$ cat src/rtl/dbg_seq_pkg.sv
package dbg_seq_pkg;

  typedef enum logic [1:0] {
    ALN_END   = 2'b00,
    ALN_BEGIN = 2'b01,
    ALN_MID   = 2'b10,
    ALN_RSVD  = 2'b11
  } align_e;

  typedef enum logic [1:0] {
    ST_IDLE  = 2'b00,
    ST_ARMED = 2'b01,
    ST_POST  = 2'b10
  } seq_st_e;

  typedef struct packed {
    logic any;  // some trigger source fired
    logic imm;  // a firing channel carries the immediate-break flag
  } trig_s;

endpackage

$ cat src/rtl/dbg_trig_merge.sv
module dbg_trig_merge
  import dbg_seq_pkg::*;
#(
  parameter int NCH = 4
) (
  input  logic [NCH-1:0] chan_hit,
  input  logic [NCH-1:0] chan_imm,
  input  logic           sw_trig,
  output trig_s          trig
);

  logic [NCH-1:0] imm_vec;

  for (genvar i = 0; i < NCH; i++) begin : g_chan
    assign imm_vec[i] = chan_hit[i] & chan_imm[i];
  end

  always_comb begin
    trig.any = (|chan_hit) | sw_trig;
    trig.imm = |imm_vec;
  end

endmodule

$ cat src/rtl/dbg_entry_cnt.sv
module dbg_entry_cnt #(
  parameter int DEPTH   = 64,
  parameter int MID_LEN = 32,
  localparam int CW = $clog2(DEPTH + 1),
  localparam int PW = $clog2(MID_LEN + 1)
) (
  input  logic          clk,
  input  logic          rst_n,
  input  logic          clr,       // new session
  input  logic          wr_en,     // counted entry write
  input  logic          post_clr,  // trigger opened a post window
  input  logic          post_en,   // entry write inside post window
  output logic [CW-1:0] entry_cnt,
  output logic          full,
  output logic          last_fill, // this write fills the buffer
  output logic          mid_last   // this write closes the mid window
);

  logic [CW-1:0] cnt_q, cnt_d;
  logic [PW-1:0] post_q, post_d;
  logic          cnt_at_top;

  assign cnt_at_top = (cnt_q == CW'(DEPTH));

  always_comb begin
    cnt_d = cnt_q;
    if (clr) begin
      cnt_d = '0;
    end else if (wr_en && !cnt_at_top) begin
      cnt_d = cnt_q + 1'b1;
    end
  end

  always_comb begin
    post_d = post_q;
    if (post_clr) begin
      post_d = '0;
    end else if (post_en && (post_q != PW'(MID_LEN))) begin
      post_d = post_q + 1'b1;
    end
  end

  always_ff @(posedge clk or negedge rst_n) begin
    if (!rst_n) begin
      cnt_q  <= '0;
      post_q <= '0;
    end else begin
      cnt_q  <= cnt_d;
      post_q <= post_d;
    end
  end

  assign entry_cnt = cnt_q;
  assign full      = cnt_at_top;
  assign last_fill = wr_en && (cnt_q == CW'(DEPTH - 1));
  assign mid_last  = post_en && (post_q == PW'(MID_LEN - 1));

endmodule

$ cat src/rtl/dbg_seq_ctrl.sv
module dbg_seq_ctrl
  import dbg_seq_pkg::*;
(
  input  logic       clk,
  input  logic       rst_n,
  input  logic       cfg_arm,
  input  logic [1:0] cfg_align,
  input  logic       cfg_trace_en,
  input  logic [1:0] cfg_brk_en,
  input  logic       cfg_emul,
  input  trig_s      trig,
  input  logic       sw_trig,
  input  logic       tag_hit,
  input  logic       last_fill,
  input  logic       mid_last,
  output logic       arm_start,
  output logic       post_clr,
  output logic       post_act,
  output logic       trace_cap,
  output logic       session_done,
  output logic [1:0] brk_req,
  output logic       cfg_err
);

  seq_st_e    st_q, st_d;
  align_e     aln_q, aln_d;
  logic       trc_q, trc_d;
  logic       err_q, err_d;
  logic       arm_q;
  logic       done_q, done_d;
  logic [1:0] brk_q, brk_d;
  logic       tag_ok;
  logic       end_style;

  assign arm_start = cfg_arm && !arm_q && (st_q == ST_IDLE);
  assign tag_ok    = tag_hit && cfg_emul;
  assign end_style = (aln_q == ALN_END) || (aln_q == ALN_RSVD);

  always_comb begin
    st_d     = st_q;
    aln_d    = aln_q;
    trc_d    = trc_q;
    err_d    = err_q;
    done_d   = 1'b0;
    brk_d    = 2'b00;
    post_clr = 1'b0;
    case (st_q)
      ST_IDLE: begin
        if (arm_start) begin
          st_d  = ST_ARMED;
          aln_d = align_e'(cfg_align);
          trc_d = cfg_trace_en;
          if (align_e'(cfg_align) == ALN_RSVD) begin
            err_d = 1'b1;
          end
        end else if (sw_trig) begin
          // software trigger forces the final state even while disarmed
          done_d = 1'b1;
          brk_d  = cfg_brk_en;
        end
      end
      ST_ARMED: begin
        if (!cfg_arm) begin
          st_d = ST_IDLE;
        end else if (tag_ok) begin
          st_d   = ST_IDLE;
          done_d = 1'b1;
          brk_d  = {cfg_brk_en[1], 1'b0};
        end else if (trig.any) begin
          if (trig.imm || !trc_q || end_style) begin
            st_d   = ST_IDLE;
            done_d = 1'b1;
            brk_d  = (aln_q == ALN_RSVD) ? 2'b00 : cfg_brk_en;
          end else begin
            st_d     = ST_POST;
            post_clr = 1'b1;
          end
        end
      end
      ST_POST: begin
        if (!cfg_arm) begin
          st_d = ST_IDLE;
        end else if (tag_ok) begin
          st_d   = ST_IDLE;
          done_d = 1'b1;
          brk_d  = {cfg_brk_en[1], 1'b0};
        end else if (((aln_q == ALN_BEGIN) && last_fill) ||
                     ((aln_q == ALN_MID) && mid_last)) begin
          st_d   = ST_IDLE;
          done_d = 1'b1;
          brk_d  = cfg_brk_en;
        end
      end
      default: st_d = ST_IDLE;
    endcase
  end

  always_ff @(posedge clk or negedge rst_n) begin
    if (!rst_n) begin
      st_q   <= ST_IDLE;
      aln_q  <= ALN_END;
      trc_q  <= 1'b0;
      err_q  <= 1'b0;
      arm_q  <= 1'b0;
      done_q <= 1'b0;
      brk_q  <= 2'b00;
    end else begin
      st_q   <= st_d;
      aln_q  <= aln_d;
      trc_q  <= trc_d;
      err_q  <= err_d;
      arm_q  <= cfg_arm;
      done_q <= done_d;
      brk_q  <= brk_d;
    end
  end

  assign post_act     = (st_q == ST_POST);
  assign trace_cap    = ((st_q == ST_ARMED) && trc_q && end_style) || post_act;
  assign session_done = done_q;
  assign brk_req      = brk_q;
  assign cfg_err      = err_q;

endmodule

$ cat src/rtl/dbg_trace_seq.sv
module dbg_trace_seq
  import dbg_seq_pkg::*;
#(
  parameter int NCH     = 4,
  parameter int DEPTH   = 64,
  parameter int MID_LEN = 32,
  localparam int CW = $clog2(DEPTH + 1)
) (
  input  logic           clk,
  input  logic           rst_n,
  input  logic [1:0]     cfg_align,
  input  logic [1:0]     cfg_brk_en,
  input  logic [NCH-1:0] cfg_chan_imm,
  input  logic           cfg_arm,
  input  logic           cfg_emul,
  input  logic           cfg_trace_en,
  input  logic [NCH-1:0] chan_hit,
  input  logic           sw_trig,
  input  logic           tag_hit,
  input  logic           entry_wr,
  output logic           trace_cap,
  output logic           session_done,
  output logic [1:0]     brk_req,
  output logic [CW-1:0]  entry_cnt,
  output logic           trace_full,
  output logic           cfg_err
);

  logic  [1:0] rst_sync;
  logic        rst_n_i;
  trig_s       trig;
  logic        arm_start, post_clr, post_act;
  logic        last_fill, mid_last;

  // reset asserts at once and leaves two clocks later
  always_ff @(posedge clk or negedge rst_n) begin
    if (!rst_n) begin
      rst_sync <= 2'b00;
    end else begin
      rst_sync <= {rst_sync[0], 1'b1};
    end
  end
  assign rst_n_i = rst_sync[1];

  dbg_trig_merge #(.NCH(NCH)) u_merge (
    .chan_hit (chan_hit),
    .chan_imm (cfg_chan_imm),
    .sw_trig  (sw_trig),
    .trig     (trig)
  );

  dbg_seq_ctrl u_ctrl (
    .clk          (clk),
    .rst_n        (rst_n_i),
    .cfg_arm      (cfg_arm),
    .cfg_align    (cfg_align),
    .cfg_trace_en (cfg_trace_en),
    .cfg_brk_en   (cfg_brk_en),
    .cfg_emul     (cfg_emul),
    .trig         (trig),
    .sw_trig      (sw_trig),
    .tag_hit      (tag_hit),
    .last_fill    (last_fill),
    .mid_last     (mid_last),
    .arm_start    (arm_start),
    .post_clr     (post_clr),
    .post_act     (post_act),
    .trace_cap    (trace_cap),
    .session_done (session_done),
    .brk_req      (brk_req),
    .cfg_err      (cfg_err)
  );

  dbg_entry_cnt #(.DEPTH(DEPTH), .MID_LEN(MID_LEN)) u_cnt (
    .clk       (clk),
    .rst_n     (rst_n_i),
    .clr       (arm_start),
    .wr_en     (entry_wr && trace_cap),
    .post_clr  (post_clr),
    .post_en   (entry_wr && post_act),
    .entry_cnt (entry_cnt),
    .full      (trace_full),
    .last_fill (last_fill),
    .mid_last  (mid_last)
  );

endmodule

$ cat config.mk
export PLATFORM = sky130hd
export DESIGN_NAME = dbg_trace_seq
export DESIGN_NICKNAME = d
export VERILOG_FILES = /design/src/rtl/dbg_seq_pkg.sv /design/src/rtl/dbg_trig_merge.sv /design/src/rtl/dbg_entry_cnt.sv /design/src/rtl/dbg_seq_ctrl.sv /design/src/rtl/dbg_trace_seq.sv
export SDC_FILE = /design/constraint.sdc
export NUM_CORES = 1
export LEC_CHECK = 0
export CORE_ASPECT_RATIO = 0.8
export CORE_MARGIN = 5
export CORE_UTILIZATION = 53
export CTS_CLUSTER_DIAMETER = 40
export DETAILED_ROUTE_END_ITERATION = 8
export PLACE_DENSITY = 0.95
export SETUP_SLACK_MARGIN = 0.15
export SYNTH_ARGS = -nofsm -noshare
export SYNTH_HDL_FRONTEND = slang
export SYNTH_SLANG_ARGS = --single-unit
$ cat constraint.sdc
create_clock -name clk -period 2 [get_ports clk]
set_input_delay 0.2 -clock clk [delete_from_list [all_inputs] [get_ports clk]]
set_output_delay 0.2 -clock clk [all_outputs]
set_load 0.005 [all_outputs]
* Word level (Yosys, flattened, before mapping) *
Index checks and enable logic that the tools add are counted.

word-level totals
  register bits after elaboration = 25
  bits of input ports = 20
  word-level logic and storage cells = 99

operators by class
  add/subtract/negate cells = 2
  equal/unequal tests = 13
  muxes and demuxes = 39
  bitwise gates (word level) = 5
  reduce and logical (&&, ||, !) cells = 30

operator list
  kind                 number
  $mux 2               18
  $mux 1               14
  $mux 7               2
  $logic_and 1x1->1    13
  $mux 6               2
  $pmux 2 s3           2
  $eq 2x2->1 const B   4
  $reduce_or 4->1      2
  $add 7x1->7 const B  1
  $eq 7x6->1 const B   1
  $eq 7x7->1 const B   1
  $add 6x1->6 const B  1
  $eq 6x5->1 const B   1
  $ne 6x6->1 const B   1
  $reduce_and 3->1     2
  $logic_or 1x1->1     5
  $and 1x1->1          4
  $eq 2x1->1 const B   2
  $logic_not 2->1      2
  $ne 4x2->1 const B   1
  $ne 4x3->1 const B   1
  $reduce_bool 2->1    2
  $logic_not 1->1      3
  $pmux 1 s3           1
  3 further kinds      3

* Depth between registers and ports, before layout *
  depth in word-level cells = 12
  mapped depth = 7
  mapped depth without buffers = 7

* Hierarchy *
From an unflattened synthesis, not the netlist that was laid out.

second synthesis, totals
  cell total of the unflattened synthesis = 154
  area total of the unflattened synthesis = 1,539.0 µm²

modules (own cells, without submodules)
  module          instances  cells an instance  area each (µm²)  seq. area each (µm²)
  dbg_entry_cnt   1          86                 820.8            325.3
  dbg_seq_ctrl    1          57                 620.6            250.2
  dbg_trace_seq   1          5                  66.3             50.0
  dbg_trig_merge  1          6                  31.3             0.0

* Worst setup path before layout *
OpenSTA, ideal clock, no wires.

  kind = register -> register
  start point = register u_ctrl.aln_q[0]
  end point = register u_ctrl.st_q[0]
  setup time = 0.079 ns
  data arrival time = 1.735 ns
  data required time = 1.921 ns
  path slack = 0.185 ns
  cell stages (with the launch flop) = 8
  cells stage by stage = dfrtp_1 > inv_1 > ha_1 > a31o_2 > nand4_1 > o21a_1 > a222oi_1 > mux2i_1

between the ends
  longest elaborated chain between the ends = 10

RTL lines
  what                                                  line                 source
  start: declaration                                    dbg_seq_ctrl.sv:26   align_e aln_q, aln_d;
  start signal: assignment                              dbg_seq_ctrl.sv:109  aln_q <= aln_d;
  $eq 2x2->1 / $logic_not 2->1 (equally long branches)  dbg_seq_ctrl.sv:37   assign end_style = (aln_q == ALN_END) || (aln_q == ALN_RSVD);
  $logic_or 1x1->1 *                                    dbg_seq_ctrl.sv:37
  $logic_and 1x1->1 *                                   dbg_seq_ctrl.sv:119  assign trace_cap = ((st_q == ST_ARMED) && trc_q && end_style) || post_act;
  $logic_or 1x1->1 *                                    dbg_seq_ctrl.sv:119
  via trace_cap                                         dbg_trace_seq.sv:21  output logic trace_cap,
  $logic_and 1x1->1 *                                   dbg_trace_seq.sv:78  .wr_en (entry_wr && trace_cap),
  $logic_and 1x1->1 *                                   dbg_entry_cnt.sv:55  assign last_fill = wr_en && (cnt_q == CW'(DEPTH - 1));
  $logic_and 1x1->1 *                                   dbg_seq_ctrl.sv:87   end else if (((aln_q == ALN_BEGIN) && last_fill) ||
  $logic_or 1x1->1 *                                    dbg_seq_ctrl.sv:87
  $ne 4x2->1 (no source line) *                         n/a
  $reduce_and 3->1 (no source line) *                   n/a
  end signal: assignment                                dbg_seq_ctrl.sv:108  st_q <= st_d;
  end: declaration                                      dbg_seq_ctrl.sv:25   seq_st_e st_q, st_d;

The timed path passes the listed nets; every way through them passes the cells marked *.
A chain may end at the register's enable or synchronous reset.

* Worst setup path after layout *
  start point = register u_ctrl.aln_q[1]
  end point = register u_ctrl.st_q[0]

between the ends
  longest elaborated chain between the ends = 10

RTL lines
  what                                                  line
  $eq 2x2->1 / $logic_not 2->1 (equally long branches)  dbg_seq_ctrl.sv:37
  $logic_or 1x1->1                                      dbg_seq_ctrl.sv:37
  $logic_and 1x1->1                                     dbg_seq_ctrl.sv:119
  $logic_or 1x1->1                                      dbg_seq_ctrl.sv:119
  $logic_and 1x1->1                                     dbg_trace_seq.sv:78
  $logic_and 1x1->1                                     dbg_entry_cnt.sv:55
  $logic_and 1x1->1                                     dbg_seq_ctrl.sv:87
  $logic_or 1x1->1 *                                    dbg_seq_ctrl.sv:87
  $ne 4x2->1 (no source line) *                         n/a
  $reduce_and 3->1 (no source line) *                   n/a

Every way passes the cells marked *; elsewhere a longest branch is shown, timed or not.

==> impl_metrics.toml <==
[run_status]
status = "finished, violations left"
violations = "setup timing"

[placed_design]
placed_area_um2 = 1830
port_buffers = 32
gpl.final_weighted_congestion = 0.856
place_hpwl_mm = 2.71

[route]
first_pass_iters = 5
ant_nets = 0
num_vias = 1378
wire_per_inst_um = 18.3
vias_per_cell = 5.72
drt_drc_violations_left = 0
drt_iter0_markers = 146
wirelength_mm = 4.42

[clocking]
clock_latency_ns = 0.34
cts.sinks = 25
ctsLongestPathBuffers = 2
tritoncts = "built"
root_buffer = "clkbuf_4"
cts.clk_slew.worst_paths_ns = 0.15
numCtsBuffers = 3
cts-htree-levels = 1

[logic_synthesis]
yosys.area_share.adder = 0.0985
seq_area_frac_synth = 0.448
synthSimpleGateAreaFrac = 0.207
synthMuxAreaShare = 0.0295
yosysWarnings = 0
ys_types = 32
ys_seq_elements = 25
synth_compound_area_frac = 0.124
netlist_area_um2 = 1400
syn_nets = 175
syn_inst = 144
synth_top_family_by_area = "simple AND/OR/NAND/NOR gates"
synth-xor-area-share = 0.0564
syn_avg_cell_area_um2 = 9.71

[job]
maxCapViolations = 0

[floorplan]
coreArea_um2 = 2480
die_area_um2 = 3770
die_h_um = 55.9
boundaryPins = 33
start_util = 0.563
die_w_um = 67.4
rows = 16

[power]
power_switching_share = 0.367
ir_worst_vdd_v = 0.000798
power_density_nw_per_um2 = 924
pwr-share-seq = 0.373
p_clk_frac = 0.125
leakagePower_nw = 0.920
pwr-share-comb = 0.502
design_power_total_mw = 1.91
p_sw_uw = 702
p_int_mw = 1.21

[setup_path]
rrSetupSlack_ns = -0.03
worstPathArrival_ns = 2.29
end_kind = "register"
path_max_fanout = 2
cp.required_ns = 2.26
path_class = "reg -> reg"
cp-start-kind = "register"

[layout]
stdcell_area_um2 = 2070
utilization = 0.834
n_antenna_cell = 0
nNetsFinal = 237
drive_gt1_frac = 0.254
fillers = 155
syn_to_final_growth_pct = 48.1

[global_route]
grt_pass1_wl_mm = 6.57
grt-ovfl-total = 0
grt_pass1_vias = 1383
antenna_found_initial = 0
track_usage = 0.230
grt_start_max_net_pins = 24

[timing]
hold_viol = 0
final.min_clock_period_ns = 2.03
drv_slew = 0
finClkSkew_ns = 0.00955
period_share = 1.02
setup_viol = 1
holdWs_ns = 0.221
layout_setup_ws_ns = -0.0320
clock.fmax_ghz = 0.492
grt_setup_unrepaired = "yes"

[hold_path]
hp-class = "reg -> async"
==> power by group through the flow <==
stage	combinational (mW)	sequential (mW)	clock (mW)
finish	0.960	0.713	0.239
global route	1.03	0.718	0.267
CTS	0.810	0.695	0.238
detailed placement	0.677	0.705	0
global placement	0.654	0.694	0
floorplan	0.348	0.702	0
==> final cells by class <==
| type | count | area (um2) | share of cell area |
|---|---|---|---|
| multi-input combinational | 106 | 808 | 0.391 |
| inverter | 12 | 47.5 | 0.0230 |
| sequential | 25 | 626 | 0.302 |
| clock buffer | 3 | 22.5 | 0.0109 |
| timing repair buffer | 58 | 515 | 0.249 |
| tap | 36 | 45.0 | 0.0218 |
| clock inverter | 1 | 5.00 | 0.00242 |
==> kinds of logic after synthesis <==
| family | count (synthesis) |
|---|---|
| multiplexers | 4 |
| flip-flops | 25 |
| buffers and inverters | 13 |
| other | 1 |
| XOR/XNOR | 9 |
| adder cells (fa/ha/maj) | 11 |
| AND/OR/NAND/NOR | 57 |
| AO/OA/AOI/OAI | 24 |
==> layer usage <==
layer / track usage / up-vias / part of all wire
met5: 0 / - / 0
met4: 0.118 / 0 / 0.025
met3: 0.0667 / 15 / 0.080
met2: 0.354 / 86 / 0.49
met1: 0.288 / 650 / 0.40
li1: - / 627 / -
==> Yosys cell counts <==
library cell,number,area [um2]
clkbuf_1,1,3.75
nand3_1,4,20.0
mux2_2,1,11.3
mux2i_1,3,30.0
nand2_1,14,52.6
a222oi_1,2,20.0
or3_1,2,12.5
nor2_4,1,11.3
nand2b_1,1,6.26
o21a_1,1,7.51
o31ai_1,1,7.51
nand4_1,3,18.8
a31oi_1,1,6.26
nor2_1,19,71.3
inv_1,12,45.0
nor3_1,4,20.0
o311ai_0,1,8.76
a31o_2,2,17.5
xnor2_1,6,52.6
or4_4,2,22.5
xor2_1,3,26.3
o311a_1,1,10.0
and4b_1,2,20.0
a32oi_1,1,8.76
a21oi_1,8,40.0
o21ai_0,5,25.0
o211ai_4,1,21.3
ha_1,11,138
conb_1,1,3.75
and3_1,4,25.0
nand4b_1,1,8.76
dfrtp_1,25,626
==> state kept, by name, indices dropped and copies added, names as in the netlist <==
register,cells
u_cnt.entry_cnt,7
u_cnt.post_q,6
rst_sync,2
u_ctrl.aln_q,2
u_ctrl.brk_req,2
u_ctrl.st_q,2
u_ctrl.arm_q,1
u_ctrl.cfg_err,1
u_ctrl.session_done,1
u_ctrl.trc_q,1
==> what timing repair did <==
item                                    CTS  global route
hold buffers                              0             1
gates resized for setup                  15            12
hold endpoints to repair                  0             2
cloned                                    0             0
buffers inserted                         10             6
pin swaps                                 2             3
endpoints found under the setup margin    5             9
==> worst max-delay path: stages (launching register included) <==
cell and delay [ns]:
dfrtp_1 0.46, buf_6 0.15, inv_4 0.06, ha_4 0.11
and3_4 0.16, nand4_1 0.12, o21a_1 0.17, a222oi_1 0.31
buf_4 0.20, mux2i_4 0.22
==> final timing paths <==
path                                 start        endpoint  cells past startpoint
setup reg to reg           u_ctrl.aln_q[1]  u_ctrl.st_q[0]                      9
setup / recovery           u_ctrl.aln_q[1]  u_ctrl.st_q[0]                      9
min in group clk               rst_sync[0]     rst_sync[1]                      0
hold reg to reg                rst_sync[1]  u_ctrl.st_q[1]                      1
max in group asynchronous            rst_n     rst_sync[1]                      2
hold / removal                 rst_sync[1]  u_ctrl.st_q[1]                      1
==> layout by cell type (no fill, tap or decap), types with 2 or more instances in the layout <==
cell type / synthesis / routed
clkdlybuf4s50_1: 0 / 30
dfrtp_1: 25 / 25
buf_4: 0 / 23
nor2_1: 19 / 18
nand2_1: 14 / 14
inv_1: 12 / 8
a21oi_1: 8 / 7
ha_1: 11 / 7
xnor2_1: 6 / 6
o21ai_0: 5 / 5
nand3_1: 4 / 4
nor3_1: 4 / 4
ha_4: 0 / 4
inv_2: 0 / 3
and3_1: 4 / 3
nand4_1: 3 / 3
xor2_1: 3 / 3
clkbuf_4: 0 / 3
a222oi_1: 2 / 2
and4b_1: 2 / 2
or4_4: 2 / 2
a31o_2: 2 / 2
mux2i_1: 3 / 2
clkbuf_2: 0 / 2
buf_6: 0 / 2
==> per-stage QoR <==
step           setup slack [ns]  instances  setup TNS [ns]
2_1_floorplan             0.185        144               0
3_3_place_gp             0.0712        220               0
3_5_place_dp            0.00648        220               0
4_1_cts                   0.146        234               0
5_1_grt                  -0.105        241          -0.185
6_report                -0.0320        241         -0.0320
(Power assumes the default switching activity.)
